File: src/rtl/sgd_pkg.sv
package sgd_pkg;
  typedef enum logic [1:0] {
    ST_OK      = 2'd0,
    ST_ODD     = 2'd1,
    ST_EMPTY   = 2'd2,
    ST_TOOMANY = 2'd3
  } sgd_status_e;

  typedef enum logic [1:0] {
    FSM_IDLE = 2'd0,
    FSM_EMIT = 2'd1,
    FSM_STAT = 2'd2
  } sgd_fsm_e;

  localparam int unsigned EOT_BIT = 31;
endpackage

File: src/rtl/sgd_req_check.sv
module sgd_req_check
  import sgd_pkg::*;
#(
  parameter int unsigned ADDR_W     = 32,
  parameter int unsigned CNT_W      = 20,
  parameter int unsigned PAGE_BYTES = 4096,
  parameter int unsigned TABLE_DEPTH = 8
) (
  input  logic [ADDR_W-1:0] addr,
  input  logic [CNT_W-1:0]  count,
  output sgd_status_e       verdict
);
  localparam int unsigned PAGE_W = $clog2(PAGE_BYTES);
  localparam int unsigned SUM_W  = CNT_W + 2;

  logic [SUM_W-1:0] span_end;
  logic [SUM_W-1:0] seg_need;

  // pages touched = ceil((offset in page + count) / page)
  always_comb begin
    span_end = SUM_W'(addr[PAGE_W-1:0]) + SUM_W'(count);
    seg_need = (span_end + SUM_W'(PAGE_BYTES - 1)) >> PAGE_W;
    if (addr[0] || count[0])
      verdict = ST_ODD;
    else if (count == '0)
      verdict = ST_EMPTY;
    else if (seg_need > SUM_W'(TABLE_DEPTH))
      verdict = ST_TOOMANY;
    else
      verdict = ST_OK;
  end
endmodule

File: src/rtl/sgd_seg_calc.sv
module sgd_seg_calc
  import sgd_pkg::*;
#(
  parameter int unsigned ADDR_W     = 32,
  parameter int unsigned CNT_W      = 20,
  parameter int unsigned PAGE_BYTES = 4096
) (
  input  logic [ADDR_W-1:0]              cur_addr,
  input  logic [CNT_W-1:0]               remain,
  output logic [$clog2(PAGE_BYTES):0]    seg_len,
  output logic                           seg_last,
  output logic [31:0]                    cnt_word
);
  localparam int unsigned PAGE_W = $clog2(PAGE_BYTES);
  localparam int unsigned CMP_W  = CNT_W + 1;

  logic [PAGE_W:0]  room;
  logic [31:0]      len_wide;

  always_comb begin
    room     = (PAGE_W+1)'(PAGE_BYTES) - (PAGE_W+1)'(cur_addr[PAGE_W-1:0]);
    seg_last = CMP_W'(remain) <= CMP_W'(room);
    seg_len  = seg_last ? (PAGE_W+1)'(remain) : room;
    len_wide = 32'(seg_len);
    cnt_word = {seg_last, 15'd0, len_wide[15:0]};
  end
endmodule

File: src/rtl/sgd_builder.sv
module sgd_builder
  import sgd_pkg::*;
#(
  parameter int unsigned ADDR_W      = 32,
  parameter int unsigned CNT_W       = 20,
  parameter int unsigned PAGE_BYTES  = 4096,
  parameter int unsigned TABLE_DEPTH = 8,
  parameter int unsigned IDX_W       = (TABLE_DEPTH > 1) ? $clog2(TABLE_DEPTH) : 1
) (
  input  logic              clk,
  input  logic              rst_n,
  input  logic              req_valid,
  input  logic [ADDR_W-1:0] req_addr,
  input  logic [CNT_W-1:0]  req_count,
  input  logic              req_dir,
  output logic              busy,
  output logic              wr_valid,
  input  logic              wr_ready,
  output logic [IDX_W-1:0]  wr_index,
  output logic [ADDR_W-1:0] wr_base,
  output logic [31:0]       wr_cnt_word,
  output logic              wr_dir,
  output logic              stat_valid,
  input  logic              stat_ready,
  output logic [1:0]        stat_code
);
  localparam int unsigned PAGE_W = $clog2(PAGE_BYTES);

  // reset: asserted asynchronously, released on a clock edge
  logic rst_meta, rst_ns;
  always_ff @(posedge clk or negedge rst_n) begin
    if (!rst_n) begin
      rst_meta <= 1'b0;
      rst_ns   <= 1'b0;
    end else begin
      rst_meta <= 1'b1;
      rst_ns   <= rst_meta;
    end
  end

  sgd_fsm_e          state_q, state_d;
  logic [ADDR_W-1:0] addr_q, addr_d;
  logic [CNT_W-1:0]  rem_q, rem_d;
  logic [IDX_W-1:0]  idx_q, idx_d;
  logic              dir_q, dir_d;
  sgd_status_e       code_q, code_d;
  logic              load_en;

  sgd_status_e       verdict;
  logic [PAGE_W:0]   seg_len;
  logic              seg_last;
  logic [31:0]       cnt_word;

  sgd_req_check #(
    .ADDR_W(ADDR_W), .CNT_W(CNT_W), .PAGE_BYTES(PAGE_BYTES), .TABLE_DEPTH(TABLE_DEPTH)
  ) u_check (
    .addr(req_addr), .count(req_count), .verdict(verdict)
  );

  sgd_seg_calc #(
    .ADDR_W(ADDR_W), .CNT_W(CNT_W), .PAGE_BYTES(PAGE_BYTES)
  ) u_seg (
    .cur_addr(addr_q), .remain(rem_q), .seg_len(seg_len),
    .seg_last(seg_last), .cnt_word(cnt_word)
  );

  // next-state
  always_comb begin
    state_d = state_q;
    addr_d  = addr_q;
    rem_d   = rem_q;
    idx_d   = idx_q;
    dir_d   = dir_q;
    code_d  = code_q;
    load_en = 1'b0;
    unique case (state_q)
      FSM_IDLE: begin
        if (req_valid) begin
          load_en = 1'b1;
          addr_d  = req_addr;
          rem_d   = req_count;
          idx_d   = '0;
          dir_d   = req_dir;
          code_d  = verdict;
          state_d = (verdict == ST_OK) ? FSM_EMIT : FSM_STAT;
        end
      end
      FSM_EMIT: begin
        if (wr_ready) begin
          load_en = 1'b1;
          addr_d  = addr_q + ADDR_W'(seg_len);
          rem_d   = rem_q - CNT_W'(seg_len);
          idx_d   = idx_q + 1'b1;
          if (seg_last) state_d = FSM_STAT;
        end
      end
      FSM_STAT: begin
        if (stat_ready) begin
          load_en = 1'b1;
          state_d = FSM_IDLE;
        end
      end
      default: begin
        load_en = 1'b1;
        state_d = FSM_IDLE;
      end
    endcase
  end

  // registers
  always_ff @(posedge clk or negedge rst_ns) begin
    if (!rst_ns) begin
      state_q <= FSM_IDLE;
      addr_q  <= '0;
      rem_q   <= '0;
      idx_q   <= '0;
      dir_q   <= 1'b0;
      code_q  <= ST_OK;
    end else if (load_en) begin
      state_q <= state_d;
      addr_q  <= addr_d;
      rem_q   <= rem_d;
      idx_q   <= idx_d;
      dir_q   <= dir_d;
      code_q  <= code_d;
    end
  end

  always_comb begin
    busy        = state_q != FSM_IDLE;
    wr_valid    = state_q == FSM_EMIT;
    wr_index    = idx_q;
    wr_base     = addr_q;
    wr_cnt_word = cnt_word;
    wr_dir      = dir_q;
    stat_valid  = state_q == FSM_STAT;
    stat_code   = code_q;
  end

  AST_WR_HOLD: assert property (@(posedge clk) disable iff (!rst_ns)
    wr_valid && !wr_ready |=> wr_valid && $stable(wr_base) && $stable(wr_cnt_word) && $stable(wr_index));
  AST_STAT_HOLD: assert property (@(posedge clk) disable iff (!rst_ns)
    stat_valid && !stat_ready |=> stat_valid && $stable(stat_code));
  AST_EOT_ENDS: assert property (@(posedge clk) disable iff (!rst_ns)
    wr_valid && wr_ready && wr_cnt_word[EOT_BIT] |=> !wr_valid && stat_valid && stat_code == 2'd0);
  AST_NO_PAGE_CROSS: assert property (@(posedge clk) disable iff (!rst_ns)
    wr_valid |-> (32'(wr_base[PAGE_W-1:0]) + 32'(seg_len)) <= 32'(PAGE_BYTES));
  AST_REJECT_SILENT: assert property (@(posedge clk) disable iff (!rst_ns)
    !busy && req_valid && verdict != ST_OK |=> !wr_valid && stat_valid);
  AST_BUSY_IGNORES: assert property (@(posedge clk) disable iff (!rst_ns)
    stat_valid && !stat_ready |=> !wr_valid);
endmodule

File: config.mk
export PLATFORM = sky130hd
export DESIGN_NAME = sgd_builder
export DESIGN_NICKNAME = d
export VERILOG_FILES = /design/src/rtl/sgd_pkg.sv /design/src/rtl/sgd_req_check.sv /design/src/rtl/sgd_seg_calc.sv /design/src/rtl/sgd_builder.sv
export SDC_FILE = /design/constraint.sdc
export NUM_CORES = 1
export LEC_CHECK = 0
export BUFFER_PORTS_ARGS = -buffer_cell sky130_fd_sc_hd__clkbuf_2
export CORE_MARGIN = 2
export CORE_UTILIZATION = 50
export DETAILED_ROUTE_END_ITERATION = 10
export PLACE_DENSITY = 0.75
export RECOVER_POWER = 50
export SETUP_SLACK_MARGIN = 0.1
export SLEW_MARGIN = 10
export SYNTH_ARGS = -nofsm -noshare
export SYNTH_HDL_FRONTEND = slang
export SYNTH_HIERARCHICAL = 1
export SYNTH_SLANG_ARGS = --single-unit
File: constraint.sdc
create_clock -name clk -period 3.93 [get_ports clk]
set_input_delay 0.786 -clock clk [delete_from_list [all_inputs] [get_ports clk]]
set_output_delay 0.786 -clock clk [all_outputs]
set_load 0.03 [all_outputs]
==> results of run 1 <==
[logic make-up (layout without fill, tap and decap cells)]
| logic type | after synthesis | count (layout) | share of synthesized area, % |
|---|---|---|---|
| AO/OA/AOI/OAI | 212 | 212 | 23.4 |
| XOR/XNOR | 26 | 26 | 3.69 |
| adder cells (fa/ha/maj) | 65 | 65 | 13.4 |
| buffers and inverters | 145 | 404 | 10.9 |
| flip-flops | 62 | 62 | 25.1 |
| multiplexers | 15 | 15 | 2.51 |
| other | 2 | 19 | 0.122 |
| AND/OR/NAND/NOR | 252 | 252 | 20.8 |
[layout by cell type, fill, tap and decap left out, drive strengths merged, types with 9 or more instances in the layout]
master,count
ha,63
mux2i,14
buf,200
conb,19
a21o,10
o22ai,9
or3,13
nand2,80
o21ai,43
and3,16
nand4,15
nand3,18
a211oi,18
xor2,10
dfrtp,62
a311oi,10
xnor2,16
a21oi,61
clkbuf,112
nor2,54
inv,85
nor3,13
[power by group through the flow]
stage	Sequential (mW)	Clock, mW	Combinational (mW)
2_1_floorplan	1.09	0	1.63
3_3_place_gp	0.911	0	2.76
3_5_place_dp	0.914	0	2.82
4_1_cts	0.908	0.853	3.35
5_1_grt	0.936	0.889	4.17
6_report	0.924	0.860	4.00
[routing by layer]
layer	GRT usage (%)	part of all wire (%)	routed length, µm	vias to the layer above
met3	9.01	8.6	2240	149
met4	15.8	5.4	1400	0
met1	44.7	38	10000	3711
met5	0	0	0	-
met2	59.9	48	12500	494
li1	-	-	-	3279
[repair_timing]
action / in CTS / in global routing
gates resized for setup: 136 / 91
endpoints found under the setup margin: 65 / 68
pin swaps: 67 / 52
endpoints found under the hold margin: 0 / 0
buffers inserted: 37 / 22
[worst max-delay path, cell delays in order, from the launching register on]
cell and delay, ps:
sky130_fd_sc_hd__dfrtp_2 400, sky130_fd_sc_hd__inv_1 90, sky130_fd_sc_hd__ha_4 140, sky130_fd_sc_hd__nor3b_4 220, sky130_fd_sc_hd__nand3b_1 150, sky130_fd_sc_hd__or4_4 450
sky130_fd_sc_hd__or3_4 370, sky130_fd_sc_hd__ha_4 220, sky130_fd_sc_hd__buf_4 140, sky130_fd_sc_hd__a21oi_2 160, sky130_fd_sc_hd__nand2_1 110, sky130_fd_sc_hd__a211oi_2 200
sky130_fd_sc_hd__buf_4 170, sky130_fd_sc_hd__a31oi_4 90, sky130_fd_sc_hd__buf_6 150, sky130_fd_sc_hd__inv_4 60, sky130_fd_sc_hd__mux2_4 330, sky130_fd_sc_hd__inv_4 80
sky130_fd_sc_hd__ha_4 190, sky130_fd_sc_hd__nor2b_4 140, sky130_fd_sc_hd__o31ai_4 340, sky130_fd_sc_hd__a311oi_4 160, sky130_fd_sc_hd__o31ai_2 310, sky130_fd_sc_hd__o211ai_2 150
sky130_fd_sc_hd__o311ai_0 420, sky130_fd_sc_hd__o211ai_1 150
[registers in the layout (all words and copies together), names as in the netlist]
signal     cells
wr_dir         1
stat_code      2
state_q        2
wr_base       32
rst_ns         1
rst_meta       1
wr_index       3
rem_q         20
[layout make-up]
type / count / area (µm²) / area share [%]
Multi-Input combinational cell: 589 / 5080 / 51.9
Timing Repair Buffer: 302 / 2330 / 23.8
Clock buffer: 10 / 239 / 2.44
Tap cell: 147 / 184 / 1.88
Sequential cell: 62 / 1550 / 15.9
Clock inverter: 6 / 71.3 / 0.729
Inverter: 86 / 328 / 3.35
[worst max path at each step]
stage	from	end	slack (ps)	cells past startpoint
6_report	wr_base[1]	rem_q[19]	-1630	25
5_1_grt	wr_base[1]	rem_q[17]	-1740	25
4_1_cts	wr_base[0]	rem_q[19]	-1330	22
3_5_place_dp	wr_base[0]	rem_q[17]	-1480	22
3_3_place_gp	wr_base[1]	rem_q[13]	-1330	22
2_1_floorplan	wr_base[0]	rem_q[19]	-1560	23
[per-stage QoR]
step | TNS, ps | instance area, µm² | std cells | hold slack, ps | total power, mW
after floorplan | -64260 | 6680 | 796 | 331 | 2.72
after global placement | -61290 | 8110 | 1139 | 337 | 3.67
after detailed placement | -67810 | 8110 | 1139 | 340 | 3.73
after CTS | -67860 | 9300 | 1188 | 199 | 5.11
after global routing | -89900 | 9780 | 1202 | 214 | 6.00
final | -82710 | 9780 | 1202 | 198 | 5.78
==> flow_summary.toml, run 1 <==
[outcome]
outcome = "finished with violations"
failing_checks = "capacitance limit, slew limit, setup timing"

[cts]
cts_inserted_buffers = 9
clockBufferDepth = 2
cts_hold_buffers = 0
clock_sinks = 62
clock_latency_ps = 360
clock_tree.htree_level_count = 3
worst_setup_hold_path_clk_slew_ps = 60
cts_tree = "built"
cts.root.buffer_cell = "sky130_fd_sc_hd__clkbuf_16"

[placement]
gpl.final_weighted_congestion = 0.905
port_buffers = 112
placement.setup.worst_slack_ps = -1480
place_hpwl_um = 15200

[worst_setup_path]
kind_of_end_point_of_the_critical_path = "register"
reg2reg_from = "wr_base[1]"
reg2reg_depth = 25
critPathKind = "reg -> reg"
worst-endpoint-required_ps = 4140
worstPathMaxFanout = 3
worst_ep_arrival_time_ps = 5770
r2r_setup_slack_ps = -1630
reg_to_reg_end = "rem_q[19]"
setup.worst_path.start_class = "register"

[detailed_routing]
drt-initial-drc-count = 849
vias_post_dr = 7633
detail_route.wl_per_cell_um = 21.8
detail_route.vias_per_cell = 6.35
drt.antenna.violating_nets = 0
drc = 0
detail_route.first_pass.iterations = 5
postRouteWirelength_um = 26200

[power_and_ir_drop]
netSwitchingPower_mw = 2.60
power.density_cell_area_nw_per_um2 = 591
seq_power_share_pct = 16.0
peak_ir_drop_on_the_vdd_network_mv = 0.307
cellInternalPower_mw = 3.19
power_frac_clock_pct = 14.9
static-leakage-power_nw = 4.59
power_frac_comb_pct = 69.2
switch_share_pct = 44.9

[sta]
worst_slew_margin_rel_pct = -9.24
timing.final.setup_violations = 65
hold_violations = 0
setup_repair_after_global_routing_missed_its_margin = "yes"
final_min_period_over_clock_period_pct = 141
clock-skew-final_ps = 6.78
transition_time_at_the_pin_with_the_least_slew_margin_ps = 1640
setup_slack_ps = -1630
timing_max_transition_violations_final = 63
timing.fmax_ghz = 0.180
min_period_ps = 5560

[synthesis]
synth-warning-count = 6
post_synth_main_area_contributors = "sky130_fd_sc_hd__dfrtp_1 25%, sky130_fd_sc_hd__ha_1 13%, sky130_fd_sc_hd__inv_1 5.1%"
synth.ff_latch_count = 62
synth.distinct_cells = 83
edff_count_synth = 0
synth-async-reset-ratio_pct = 100
synth_top_area_cell = "sky130_fd_sc_hd__dfrtp_1"
ys.flop_type = "sky130_fd_sc_hd__dfrtp_1"
synth.avg_cell_area_um2 = 7.92
cell_area_synth_um2 = 6170
synth-seq-area-share_pct = 25.1
synth_most_common_cell = "sky130_fd_sc_hd__inv_1"
post-synth-top-area-fraction_pct = 25.1
synthCells = 779
synth.cells.most_frequent = "84 x sky130_fd_sc_hd__inv_1, 80 x sky130_fd_sc_hd__nand2_1, 63 x sky130_fd_sc_hd__ha_1, 62 x sky130_fd_sc_hd__dfrtp_1, 60 x sky130_fd_sc_hd__a21oi_1"

[min_path]
hp-class = "in -> async"

[global_route]
grt.total_usage_pct = 36.1
via_count_of_the_first_global_routing_pass = 7182
maximum_number_of_pins_on_one_net_before_global_route_repair = 56
global_route_wire_length_before_repair_um = 37100
grt_antenna_before_repair = 0
global_route.overflow_total = 0

[die]
die_h_um = 115
pin_count = 131
std_cell_rows = 40
floorplan.initialDensity_pct = 51.4
die_width_um = 115
design.core.area_um2 = 12000
die_area_um2 = 13200

[finish]
layout.core_utilization_pct = 81.5
final.fill_count = 654
final_layout_size_suffix_gt1_share_pct = 46.2
layout.nets = 1173
syn_to_final_growth_pct = 58.6
n_antenna_cell = 0

[run]
maxcap_viol_count = 2
Note: power is estimated with default switching activity, not from simulation.
==> inputs of run 2 (changes only) <==
==> constraint.sdc (replaced) <==
create_clock -name clk -period 3.93 [get_ports clk]
set_input_delay 0 -clock clk [delete_from_list [all_inputs] [get_ports clk]]
set_output_delay 0 -clock clk [all_outputs]
set_load 0.03 [all_outputs]
==> run 2 against run 1 <==
Net effect:
- critical path depth increased by 4
- largest cell class unchanged
- maximum frequency decreased by 5.0%
- sequential share of layout area decreased by 0.74 points
- the flow still finishes with violations (capacitance limit, slew limit, setup timing)
- final cell count increased by 4.2%
==> flow_summary.toml, run 2 (synthesis results as in run 1) <==
[outcome]
outcome = "finished with violations"
failing_checks = "capacitance limit, slew limit, setup timing"

[global_route]
grt.busiest_layer = "met2"
global_route_wire_length_before_repair_um = 38600
gr-usage-met2_pct = 62.6
grt_antenna_before_repair = 2
groute.layer.met3.usage_pct = 7.27
grt.total_usage_pct = 37.5
groute.layer.met1.usage_pct = 47.4
via_count_of_the_first_global_routing_pass = 7342
global_route.overflow_total = 0
maximum_number_of_pins_on_one_net_before_global_route_repair = 56

[sta]
setup_slack_ps = -1920
worst_slew_margin_rel_pct = -25.4
hold_violations = 0
timing.final.setup_violations = 66
timing.fmax_ghz = 0.171
min_period_ps = 5850
timing_max_transition_violations_final = 37
clock-skew-final_ps = 13.3
transition_time_at_the_pin_with_the_least_slew_margin_ps = 1880
setup_repair_after_global_routing_missed_its_margin = "yes"
final_min_period_over_clock_period_pct = 149
finalHoldWorstSlack_ps = 10.4

[finish]
final_common_cell = "sky130_fd_sc_hd__buf_4"
final.fill_count = 598
mostFrequentLayoutCells = "158 x sky130_fd_sc_hd__buf_4, 74 x sky130_fd_sc_hd__inv_1, 68 x sky130_fd_sc_hd__nand2_1"
number_of_flip_flops_in_the_largest_register = 32
final_layout_size_suffix_gt1_share_pct = 44.2
layout.core_utilization_pct = 85.4
syn_to_final_growth_pct = 66.3
layout.nets = 1221
instances_no_fill = 1252

[min_path]
number_of_stages_on_the_worst_hold_path = 4
hp-class = "in -> reg"

[cts]
clockBufferDepth = 2
clock_latency_ps = 370
cts_inserted_buffers = 9
clock_tree.htree_level_count = 3
cts_tree = "built"
cts.root.buffer_cell = "sky130_fd_sc_hd__clkbuf_16"
clock_sinks = 62
worst_setup_hold_path_clk_slew_ps = 60

[worst_setup_path]
critPathKind = "reg -> reg"
worst-endpoint-required_ps = 4150
depth_of_the_critical_timing_path_with_buffers_and_inverters_included = 29
critical_path.most_common_cell = "sky130_fd_sc_hd__buf_6"
cp_buf_inv_count = 11
cpMaxStageDelayCell = "sky130_fd_sc_hd__or4_4"
cp_slowest_stage_delay_ps = 470
worst_ep_arrival_time_ps = 6080
setup.worst_path.start_class = "register"
reg2reg_depth = 29
worstPathMaxFanout = 3
kind_of_end_point_of_the_critical_path = "register"
crit_family = "simple AND/OR/NAND/NOR gates"

[placement]
port_buffers = 112
place_hpwl_um = 15000
gpl.final_weighted_congestion = 0.931
place_inst = 1138
placement.setup.worst_slack_ps = -1440

[die]
pin_count = 131
die_h_um = 115
design.core.area_um2 = 12000
die_area_um2 = 13200
floorplan.initialDensity_pct = 51.4
std_cell_rows = 40
die_width_um = 115

[detailed_routing]
drt-initial-drc-count = 1298
drc = 0
drt.antenna.violating_nets = 0
detail_route.wl_per_cell_um = 25.4
detail_route.vias_per_cell = 6.80
postRouteWirelength_um = 31800
vias_post_dr = 8509
detail_route.first_pass.iterations = 6

[power_and_ir_drop]
p_total_mw = 6.26
power.density_cell_area_nw_per_um2 = 610
static-leakage-power_nw = 4.77
peak_ir_drop_on_the_vdd_network_mv = 0.295

[run]
maxcap_viol_count = 1
## run 2: cell count changes in the layout (fill, tap and decap cells not counted), sizes merged
cell / before / now
clkinvlp: 2 / 1
inv: 85 / 87
diode: 0 / 2
buf: 200 / 225
dlygate4sd3: 0 / 23
clkinv: 4 / 3
## run 2: repair_timing
item	in CTS	in global routing
cloned	1	0
resized for setup	153	85
setup buffers	35	46
endpoints found under the hold margin	22	1
endpoints found under the setup margin	64	68
pin swaps	63	78
hold buffers	22	1
## run 2: final cells by class
type | instances | area [µm²] | area share [%]
diodes | 2 | 5.00 | 0.0488
clock buffers | 10 | 239 | 2.33
clock inverters | 6 | 68.8 | 0.671
inverters | 86 | 328 | 3.19
multi-input cells | 589 | 5140 | 50.1
flip-flops and latches | 62 | 1550 | 15.1
well taps | 147 | 184 | 1.79
repair buffers | 350 | 2740 | 26.7
## run 2: path summary, 6_finish.rpt
path / slack (ps) / startpoint / to
setup / recovery: -1920 / wr_base[0] / wr_base[4]
hold / removal: 10 / req_addr[28] / wr_base[28]
setup reg to reg: -1920 / wr_base[0] / wr_base[4]
hold reg to reg: 350 / rst_meta / rst_ns
max in group asynchronous: 1910 / rst_ns / wr_base[31]
min in group asynchronous: 480 / rst_n / rst_meta
## run 2: metal layers
metal / up-vias / share of wire, %
met4: 0 / 10
met5: - / 0
li1: 3390 / -
met3: 315 / 11
met1: 3964 / 35
met2: 840 / 44
## run 2: tightest hold or removal path, cell delays in order
cell and delay [ps]:
sky130_fd_sc_hd__clkbuf_2 80, sky130_fd_sc_hd__and3_1 140, sky130_fd_sc_hd__a221oi_1 40, sky130_fd_sc_hd__o21ai_1 70
## run 2: power breakdown
group / switching [mW] / leakage (nW) / internal (mW)
Sequential: 0.181 / 0.720 / 0.763
Clock: 0.383 / 0.149 / 0.514
Combinational: 2.31 / 3.90 / 2.11
Total: 2.87 / 4.77 / 3.39
## run 2: per-stage QoR
step           area [µm²]  setup TNS (ps)
6_report            10300          -88870
5_1_grt             10300          -89630
4_1_cts              9570          -54020
3_5_place_dp         8120          -58070
3_3_place_gp         8120          -51510
2_1_floorplan        6680          -58430
